--- config.mk ---
export PLATFORM = sky130hd
export DESIGN_NAME = pcx_irq_ctrl
export DESIGN_NICKNAME = d
export VERILOG_FILES = /design/src/rtl/pcx_pkg.sv /design/src/rtl/pcx_sync.sv /design/src/rtl/pcx_group_det.sv /design/src/rtl/pcx_ext_det.sv /design/src/rtl/pcx_irq_ctrl.sv
export SDC_FILE = /design/constraint.sdc
export NUM_CORES = 1
export LEC_CHECK = 0
export BUFFER_PORTS_ARGS = -buffer_cell sky130_fd_sc_hd__buf_2
export CORE_ASPECT_RATIO = 0.5
export CORE_MARGIN = 2
export CORE_UTILIZATION = 53
export CTS_CLUSTER_DIAMETER = 150
export CTS_CLUSTER_SIZE = 12
export DETAILED_ROUTE_END_ITERATION = 7
export PLACE_DENSITY = 0.78
export RECOVER_POWER = 50
export SYNTH_ARGS = -nofsm -noshare
export SYNTH_HDL_FRONTEND = slang
export SYNTH_SLANG_ARGS = --single-unit
export TNS_END_PERCENT = 20
--- constraint.sdc ---
create_clock -name clk -period 1.65 [get_ports clk]
set_input_delay 0.165 -clock clk [delete_from_list [all_inputs] [get_ports clk]]
set_output_delay 0.165 -clock clk [all_outputs]
set_load 0.005 [all_outputs]
--- src/rtl/pcx_pkg.sv ---
`timescale 1ns/1ps
package pcx_pkg;
  localparam int REG_W       = 8;
  localparam int FLAG_G0_BIT = 4;
  localparam int FLAG_G1_BIT = 5;
  localparam int FLAG_EX_BIT = 6;

  localparam int SRC_EXT = 0;
  localparam int SRC_G0  = 1;
  localparam int SRC_G1  = 2;
  localparam int SRC_N   = 3;

  typedef enum logic [1:0] {
    ADR_FLAG = 2'd0,
    ADR_ENA  = 2'd1,
    ADR_MSK0 = 2'd2,
    ADR_MSK1 = 2'd3
  } reg_addr_e;

  typedef enum logic [1:0] {
    SNS_LOW  = 2'd0,
    SNS_ANY  = 2'd1,
    SNS_FALL = 2'd2,
    SNS_RISE = 2'd3
  } sense_e;
endpackage

--- src/rtl/pcx_sync.sv ---
`timescale 1ns/1ps
module pcx_sync #(
  parameter int W = 1
) (
  input  logic         clk,
  input  logic         rst_n,
  input  logic [W-1:0] async_i,
  output logic [W-1:0] sync_o,
  output logic [W-1:0] prev_o
);
  for (genvar i = 0; i < W; i++) begin : g_bit
    logic meta_q, sync_q, prev_q;
    always_ff @(posedge clk or negedge rst_n) begin
      if (!rst_n) begin
        meta_q <= 1'b0;
        sync_q <= 1'b0;
        prev_q <= 1'b0;
      end else begin
        meta_q <= async_i[i];
        sync_q <= meta_q;
        prev_q <= sync_q;
      end
    end
    assign sync_o[i] = sync_q;
    assign prev_o[i] = prev_q;
  end
endmodule

--- src/rtl/pcx_group_det.sv ---
`timescale 1ns/1ps
module pcx_group_det #(
  parameter int W = 8
) (
  input  logic [W-1:0] sync_i,
  input  logic [W-1:0] prev_i,
  input  logic [W-1:0] mask_i,
  output logic         evt_o
);
  logic [W-1:0] moved;
  assign moved = (sync_i ^ prev_i) & mask_i;
  assign evt_o = |moved;
endmodule

--- src/rtl/pcx_ext_det.sv ---
`timescale 1ns/1ps
module pcx_ext_det
  import pcx_pkg::*;
(
  input  logic       sync_i,
  input  logic       prev_i,
  input  logic [1:0] sense_i,
  output logic       evt_o,
  output logic       level_mode_o,
  output logic       level_act_o
);
  logic rise, fall;
  assign rise = sync_i & ~prev_i;
  assign fall = ~sync_i & prev_i;

  always_comb begin
    evt_o = 1'b0;
    unique case (sense_e'(sense_i))
      SNS_LOW:  evt_o = 1'b0;
      SNS_ANY:  evt_o = rise | fall;
      SNS_FALL: evt_o = fall;
      SNS_RISE: evt_o = rise;
      default:  evt_o = 1'b0;
    endcase
  end

  assign level_mode_o = (sense_e'(sense_i) == SNS_LOW);
  assign level_act_o  = level_mode_o & ~sync_i;
endmodule

--- src/rtl/pcx_irq_ctrl.sv ---
`timescale 1ns/1ps
module pcx_irq_ctrl
  import pcx_pkg::*;
#(
  parameter int G0_W = 8,
  parameter int G1_W = 4
) (
  input  logic                 clk,
  input  logic                 rst_n,
  input  logic [G0_W-1:0]      pin_g0_i,
  input  logic [G1_W-1:0]      pin_g1_i,
  input  logic                 pin_ext_i,
  input  logic [1:0]           ext_sense_i,
  input  logic                 gie_i,
  input  logic [SRC_N-1:0]     ack_i,
  input  logic [1:0]           reg_addr_i,
  input  logic                 reg_wr_i,
  input  logic [REG_W-1:0]     reg_wdata_i,
  output logic [REG_W-1:0]     reg_rdata_o,
  output logic [SRC_N-1:0]     irq_o
);
  localparam int PIN_N = G0_W + G1_W + 1;

  logic [PIN_N-1:0] pins_async, pins_sync, pins_prev;
  assign pins_async = {pin_ext_i, pin_g1_i, pin_g0_i};

  pcx_sync #(.W(PIN_N)) u_sync (
    .clk     (clk),
    .rst_n   (rst_n),
    .async_i (pins_async),
    .sync_o  (pins_sync),
    .prev_o  (pins_prev)
  );

  logic [G0_W-1:0] msk0_q;
  logic [G1_W-1:0] msk1_q;
  logic            ena_g0_q, ena_g1_q, ena_ex_q;
  logic            flag_g0, flag_g1, flag_ex;
  logic            evt_g0, evt_g1, evt_ex, lvl_mode, lvl_act;

  pcx_group_det #(.W(G0_W)) u_det_g0 (
    .sync_i (pins_sync[G0_W-1:0]),
    .prev_i (pins_prev[G0_W-1:0]),
    .mask_i (msk0_q),
    .evt_o  (evt_g0)
  );

  pcx_group_det #(.W(G1_W)) u_det_g1 (
    .sync_i (pins_sync[G0_W+G1_W-1:G0_W]),
    .prev_i (pins_prev[G0_W+G1_W-1:G0_W]),
    .mask_i (msk1_q),
    .evt_o  (evt_g1)
  );

  pcx_ext_det u_det_ex (
    .sync_i       (pins_sync[PIN_N-1]),
    .prev_i       (pins_prev[PIN_N-1]),
    .sense_i      (ext_sense_i),
    .evt_o        (evt_ex),
    .level_mode_o (lvl_mode),
    .level_act_o  (lvl_act)
  );

  logic wr_flag, wr_ena, wr_m0, wr_m1;
  assign wr_flag = reg_wr_i && (reg_addr_e'(reg_addr_i) == ADR_FLAG);
  assign wr_ena  = reg_wr_i && (reg_addr_e'(reg_addr_i) == ADR_ENA);
  assign wr_m0   = reg_wr_i && (reg_addr_e'(reg_addr_i) == ADR_MSK0);
  assign wr_m1   = reg_wr_i && (reg_addr_e'(reg_addr_i) == ADR_MSK1);

  logic clr_g0, clr_g1, clr_ex;
  assign clr_g0 = (wr_flag && reg_wdata_i[FLAG_G0_BIT]) || ack_i[SRC_G0];
  assign clr_g1 = (wr_flag && reg_wdata_i[FLAG_G1_BIT]) || ack_i[SRC_G1];
  assign clr_ex = (wr_flag && reg_wdata_i[FLAG_EX_BIT]) || ack_i[SRC_EXT];

  always_ff @(posedge clk or negedge rst_n) begin
    if (!rst_n) begin
      msk0_q   <= '0;
      msk1_q   <= '0;
      ena_g0_q <= 1'b0;
      ena_g1_q <= 1'b0;
      ena_ex_q <= 1'b0;
      flag_g0  <= 1'b0;
      flag_g1  <= 1'b0;
      flag_ex  <= 1'b0;
    end else begin
      if (wr_m0) msk0_q <= reg_wdata_i[G0_W-1:0];
      if (wr_m1) msk1_q <= reg_wdata_i[G1_W-1:0];
      if (wr_ena) begin
        ena_g0_q <= reg_wdata_i[FLAG_G0_BIT];
        ena_g1_q <= reg_wdata_i[FLAG_G1_BIT];
        ena_ex_q <= reg_wdata_i[FLAG_EX_BIT];
      end
      flag_g0 <= evt_g0 | (flag_g0 & ~clr_g0);
      flag_g1 <= evt_g1 | (flag_g1 & ~clr_g1);
      flag_ex <= lvl_mode ? 1'b0 : (evt_ex | (flag_ex & ~clr_ex));
    end
  end

  always_comb begin
    reg_rdata_o = '0;
    unique case (reg_addr_e'(reg_addr_i))
      ADR_FLAG: begin
        reg_rdata_o[FLAG_G0_BIT] = flag_g0;
        reg_rdata_o[FLAG_G1_BIT] = flag_g1;
        reg_rdata_o[FLAG_EX_BIT] = flag_ex;
      end
      ADR_ENA: begin
        reg_rdata_o[FLAG_G0_BIT] = ena_g0_q;
        reg_rdata_o[FLAG_G1_BIT] = ena_g1_q;
        reg_rdata_o[FLAG_EX_BIT] = ena_ex_q;
      end
      ADR_MSK0: reg_rdata_o[G0_W-1:0] = msk0_q;
      ADR_MSK1: reg_rdata_o[G1_W-1:0] = msk1_q;
      default:  reg_rdata_o = '0;
    endcase
  end

  assign irq_o[SRC_G0]  = gie_i & ena_g0_q & flag_g0;
  assign irq_o[SRC_G1]  = gie_i & ena_g1_q & flag_g1;
  assign irq_o[SRC_EXT] = gie_i & ena_ex_q & (lvl_mode ? lvl_act : flag_ex);
endmodule

==> results.md, run 1 <==
- F_max: 682.0 MHz
- Critical-path top delay cell: clkbuf_1
- CTS tree: done
- Vias per cell: 4.900
- CP Capture Type: output pin
- Layout Skew: 0.004173 ns
- Core Area: 3585 µm²
- Worst slew pin tran: 0.6580 ns
- Gr ovfl total: 0
- DR DRC count: 0
- Number of CTS-inserted buffers: 9
- Post-route clock period utilization: 0.8887
- Most frequent cells in the layout: dfrtp_1, buf_2, mux2_2
- DR iter-0 viols: 97
- Sequential area share after synthesis: 0.6897
- Hold path depth: 2
- Vias: 1274
- Diode count: 0
- Initial core utilization: 0.5770
- CTS sink count: 57
- Total track usage: 0.1950
- I/O pins: 43
- Initial antenna violation count: 0
- Top post-synthesis cells by area: dfrtp_1, mux2_2, xor2_1
- Largest net degree at the start of global routing: 35
- Max-Cap Viols: 0
- Post-synthesis cell count: 138
- Flop pwr share: 0.488
- Die Wd: 92.35 µm
- Synth area leader: dfrtp_1
- RSZ-0062 raised after global routing: no
- Net Switching: 0.7754 mW
- Cell family with most CP delay: buffers and inverters
- Slew Viols, Final: 0
- Final setup fails: 0
- Clk_lat worst skew: 0.33 ns
- Crit-path max cell delay: 0.49 ns
- Critical Path, Cell by Cell: clkbuf_1 > and2b_2 > nand2_1 > o21ai_0 > buf_2
- Wire per inst: 14.61 µm
- Post-route minimum period: 1.466 ns
- Max VDD drop: 0.7530 mV
- Port Buffer Count: 42
- Share of layout cells above drive strength 1: 0.3636
- Worst R2R End: flag_g0
- Die Ht: 48.17 µm
- Nets: 238
- Worst Path Buf+Inv: 2
- Post-DRT Antenna Nets: 0
- R2r worst-path depth: 4
- Crit path DAT: 1.30 ns
- Mapped Area: 2068 µm²
- Reg2reg setup slack: 0.31 ns
- Final HPWL from detailed placement: 2669 µm
- Number of global-route vias before repair: 1316
- Synthesis-stage register bit count: 57
- Top FF cell, synth: dfrtp_1
- Startpoint Class: input pin
- Register clock-pin slew on the reported worst setup and hold paths: 0.06 ns
- Gate power share: 0.107
- Final Cell Area: 2700 µm²
- Min-delay src: reg_wdata_i[7]
- Status: completed
- Commonest non-fill, non-tap cell in the layout: dfrtp_1
- Mean Syn Cell Area: 14.99 µm²
- Post-synth EDFFs: 0
- Post-synth ARST share: 1.000
- Final core occ: 0.7532
- Post-CTS Repair Setup Buffers: 0
- Net switching fraction of the power: 0.2332
- Synth warn: 0
- Global-route wire length before repair: 6009 µm
- Worst r2r src: u_sync.g_bit[7].prev_q
- Int Power: 2.549 mW
- Die ar.: 4448 µm²
- WHS Endpoint: msk0_q[7]
- CTS root buffer: clkbuf_8
- HP Class: input pin to register
- Total wire length: 3798 µm
- Syn_nets: 172
- Worst Path Required: 1.48 ns
- Area growth syn-to-layout: 30.55%
- DR pass1 iterations: 5
- Crit path max fanout: 11
- Setup TNS: 0 ns
- Row cnt: 15
- Power consumption: 3.325 mW
- Count of final hold-check violations: 0
- Post-CTS resize count: 0
- Post-Place Cell Area: 2346 µm²
- Setup CP Type: input pin to output pin
- Leakage: 1.281 nW
- H-tree depth: 3
- Synth top area share: 0.6897
- Max clock buf depth: 2
- Cell Pwr Density: 1231 nW/µm²
- Clk pwr share: 0.405
- Hold_ws: 0.07664 ns
- Count of different cell masters after synthesis: 27
- Worst rel slew slack: 0.5613
- RD Place Congestion: 0.7369
-- sequential cells by signal (all words and copies together) (netlist names) --
register,flops
msk1_q,4
ena_g0_q,1
flag_ex,1
msk0_q,8
u_sync.g_bit.prev_q,13
ena_ex_q,1
flag_g0,1
ena_g1_q,1
u_sync.g_bit.meta_q,13
flag_g1,1
u_sync.g_bit.sync_q,13
-- timing repair --
action,in CTS,in global routing
endpoints found under the hold margin,36,0
hold buffers,14,0
setup endpoints to repair,0,0
-- per-stage QoR --
stage,setup WS (ns),std cells
3_3_place_gp,0.3014,230
2_1_floorplan,0.5009,138
4_1_cts,0.2975,260
5_1_grt,0.1181,260
6_report,0.1837,260
3_5_place_dp,0.2570,230
-- power groups by stage --
stage	Clock (mW)	Sequential [mW]	Combinational, mW
6_report	1.35	1.62	0.357
5_1_grt	1.44	1.64	0.398
4_1_cts	1.37	1.62	0.360
3_5_place_dp	0	1.65	0.334
3_3_place_gp	0	1.64	0.319
2_1_floorplan	0	1.61	0.197
-- kinds of logic after synthesis --
group / synth area share
adders and majority gates: 0.01210
and+or+nand+nor: 0.07744
xor gates and xnor gates: 0.05082
buffers and inverters: 0.01149
AOI/OAI and AO/OA: 0.04295
DFF: 0.6897
muxes: 0.1155
-- final cells by class --
| class | instances | area (µm²) |
|---|---|---|
| clock buffer | 12 | 165.2 |
| tap | 51 | 63.81 |
| clock inverter | 4 | 50.05 |
| timing repair buffer | 57 | 369.1 |
| multi-input combinational | 77 | 618.1 |
| inverter | 2 | 7.507 |
| sequential | 57 | 1426 |
| fill | 237 | 884.6 |
-- per-layer routing --
layer	wire length, µm	share of wire	vias to the layer above	track usage
met4	32	0.0084	0	0.09254
met5	0	0	-	0
met2	1789	0.47	43	0.3270
met3	265	0.070	4	0.08501
met1	1709	0.45	616	0.2301
li1	-	-	611	-
-- how the worst max path moves through the flow --
stage | from | endpoint | slack (ns) | depth (start not counted)
6_report | reg_addr_i[0] | reg_rdata_o[6] | 0.18 | 5
5_1_grt | reg_addr_i[0] | reg_rdata_o[4] | 0.12 | 5
4_1_cts | u_sync.g_bit[7].prev_q | flag_g0 | 0.30 | 4
3_5_place_dp | reg_addr_i[0] | msk0_q[3] | 0.26 | 4
3_3_place_gp | reg_addr_i[0] | msk0_q[5] | 0.30 | 4
2_1_floorplan | u_sync.g_bit[7].prev_q | flag_g0 | 0.50 | 4
-- cell usage after synthesis (all sizes together) (2+ instances only) --
cell,number
dfrtp,57
mux2,15
xor2,12
nand2,8
mux2i,7
a22oi,4
nor2b,4
nand3b,3
nor2,3
o21ai,3
a21oi,2
and3,2
ha,2
inv,2
nand2b,2
nand3,2
Note: power is estimated with default switching activity, not from simulation.
==> run 2: changes to the inputs <==
==> constraint.sdc (replaced) <==
create_clock -name clk -period 1.65 [get_ports clk]
set_input_delay 0.2475 -clock clk [delete_from_list [all_inputs] [get_ports clk]]
set_output_delay 0.2475 -clock clk [all_outputs]
set_load 0.005 [all_outputs]
==> run 2 against run 1 <==
- combinational power shrank 7.6%
- first-iteration DRC count down 47%
- worst hold slack got worse by 0.060 ns
- worst setup slack gained 0.096 ns
- sequential share of layout area up 2.5 points
- critical path depth is 2 lower
- maximum frequency increased by 7.0%
- highest routed layer unchanged
- clock power grew 7%
==> results.md, run 2 (synthesis results as in run 1) <==
- Largest net degree at the start of global routing: 58 (+66%)
- Total track usage: 0.1741 (-0.02089)
- HP Class: input pin to register
- Crit path DAT: 1.12 ns (-0.18 ns)
- Wire per inst: 14.22 µm (-2.6%)
- Die ar.: 4448 µm² (unchanged)
- H-tree depth: 3 (unchanged)
- Clk_lat worst skew: 0.33 ns (about the same)
- Diode count: 0 (unchanged)
- Vias: 1238 (-2.8%)
- Total wire length: 3527 µm (-7.1%)
- DR DRC count: 0 (unchanged)
- Row cnt: 15 (unchanged)
- Port Buffer Count: 42 (unchanged)
- Commonest non-fill, non-tap cell in the layout: dfrtp_1
- Filler cell count: 246 (+3.8%)
- Post-route minimum period: 1.371 ns (-0.09572 ns)
- Core Area: 3585 µm² (unchanged)
- Post-CTS resize count: 0 (unchanged)
- Max-Cap Viols: 0 (unchanged)
- Crit path max fanout: 3 (-8)
- Gr ovfl total: 0 (unchanged)
- Setup CP Type: register to output pin
- Die Ht: 48.17 µm (unchanged)
- Initial core utilization: 0.5770 (unchanged)
- Worst Path Required: 1.40 ns (-0.08 ns)
- Area of the multi-input gates: 618.1 µm² (unchanged)
- DR pass1 iterations: 4 (-1)
- Top layer in use: met4
- Power consumption: 3.404 mW (+2.4%)
- I/O pins: 43 (unchanged)
- DR iter-0 viols: 51 (-47%)
- Metal2 WL: 1657 µm (-7.4%)
- Reg2reg setup slack: 0.34 ns (+0.03 ns)
- Layout Skew: 0.007882 ns (+0.003709 ns)
- Die Wd: 92.35 µm (unchanged)
- RSZ-0062 raised after global routing: no
- F_max: 729.6 MHz (+7.0%)
- Share of layout cells above drive strength 1: 0.3959 (+0.03230)
- Count of final hold-check violations: 0 (unchanged)
- CTS sink count: 57 (unchanged)
- Final HPWL from detailed placement: 2407 µm (-9.8%)
- Vias per cell: 4.992 (+1.9%)
- Initial antenna violation count: 0 (unchanged)
- Register clock-pin slew on the reported worst setup and hold paths: 0.07 ns (about the same)
- Biggest regs: u_sync.g_bit.meta_q (13), u_sync.g_bit.prev_q (13), u_sync.g_bit.sync_q (13)
- Post-DRT Antenna Nets: 0 (unchanged)
- Number of global-route vias before repair: 1190 (-9.6%)
- Final setup fails: 0 (unchanged)
- Post-route clock period utilization: 0.8307 (-0.05801)
- Max VDD drop: 0.7028 mV (-6.7%)
- Most frequent cells in the layout: dfrtp_1, buf_2, mux2_2
- Cell Pwr Density: 1319 nW/µm² (+7.2%)
- CTS tree: done
- Global-route wire length before repair: 5395 µm (-10%)
- Worst slew pin tran: 0.7336 ns (+0.07555 ns)
- Setup TNS: 0 ns (unchanged)
- Status: completed
- Slew Viols, Final: 0 (unchanged)
- Routed length on met3: 215 µm (-19%)
- Nets: 226 (-5.0%)
- Leakage: 1.240 nW (-3.2%)
- RD Place Congestion: 0.7559 (+2.6%)
- M1 wire length: 1620 µm (-5.2%)
- Startpoint Class: register
- Worst rel slew slack: 0.5109 (-0.05036)
- Number of CTS-inserted buffers: 9 (unchanged)
- Register Area: 1426 µm² (unchanged)
- CTS root buffer: clkbuf_8
- Max clock buf depth: 2 (unchanged)
- Area growth syn-to-layout: 24.74%
- CP Capture Type: output pin
-- run 2: repair_timing --
action                                  in CTS  in global routing
endpoints found under the setup margin       0                  0
hold endpoints to repair                    57                  0
hold buffers                                 1                  0
setup buffers                                0                  0
-- run 2: path summary, 6_finish.rpt --
check | depth (start not counted) | endpoint | startpoint
setup / recovery | 3 | reg_rdata_o[4] | flag_g0
hold / removal | 1 | u_sync.g_bit[4].meta_q | pin_g0_i[4]
setup reg to reg | 4 | flag_g0 | u_sync.g_bit[7].prev_q
hold reg to reg | 0 | u_sync.g_bit[9].sync_q | u_sync.g_bit[9].meta_q
max in group asynchronous | 3 | msk1_q[3] | rst_n
min in group asynchronous | 3 | u_sync.g_bit[0].meta_q | rst_n
-- run 2: metrics by stage --
step | hold slack (ns) | std cells | utilization | area (µm²) | worst slack, ns
after global placement | 0.2604 | 231 | 0.6565 | 2354 | 0.3469
after floorplan | -0.04809 | 138 | - | 2068 | 0.5009
after detailed placement | 0.2665 | 231 | 0.6565 | 2354 | 0.2956
after global routing | 0.005010 | 248 | 0.7197 | 2580 | 0.2084
after CTS | 0.004429 | 248 | 0.7232 | 2592 | 0.2748
final | 0.01668 | 248 | 0.7197 | 2580 | 0.2794
-- run 2: cell type report --
| class | instances | area share |
|---|---|---|
| repair buffers | 45 | 0.09117 |
| inverters | 2 | 0.002910 |
| clock buffers | 11 | 0.05868 |
| multi-input cells | 77 | 0.2396 |
| clock inverters | 5 | 0.03007 |
| flip-flops and latches | 57 | 0.5529 |
| well taps | 51 | 0.02473 |
-- run 2: per-layer routing --
metal | track usage | vias to the layer above
met4 | 0.08955 | 0
met2 | 0.2759 | 43
met5 | 0 | -
li1 | - | 587
met3 | 0.06955 | 5
met1 | 0.2187 | 603
-- run 2: power breakdown --
group / total [mW] / internal (mW) / switching [mW]
sequential: 1.62 / 1.53 / 0.0947
combinational: 0.330 / 0.182 / 0.148
clock: 1.45 / 0.926 / 0.524
total: 3.40 / 2.64 / 0.767
-- run 2: critical path, stage by stage, from the launching register on --
cell     delay [ns]
dfrtp_1        0.38
mux2i_1        0.07
o21ai_0        0.19
buf_2          0.15
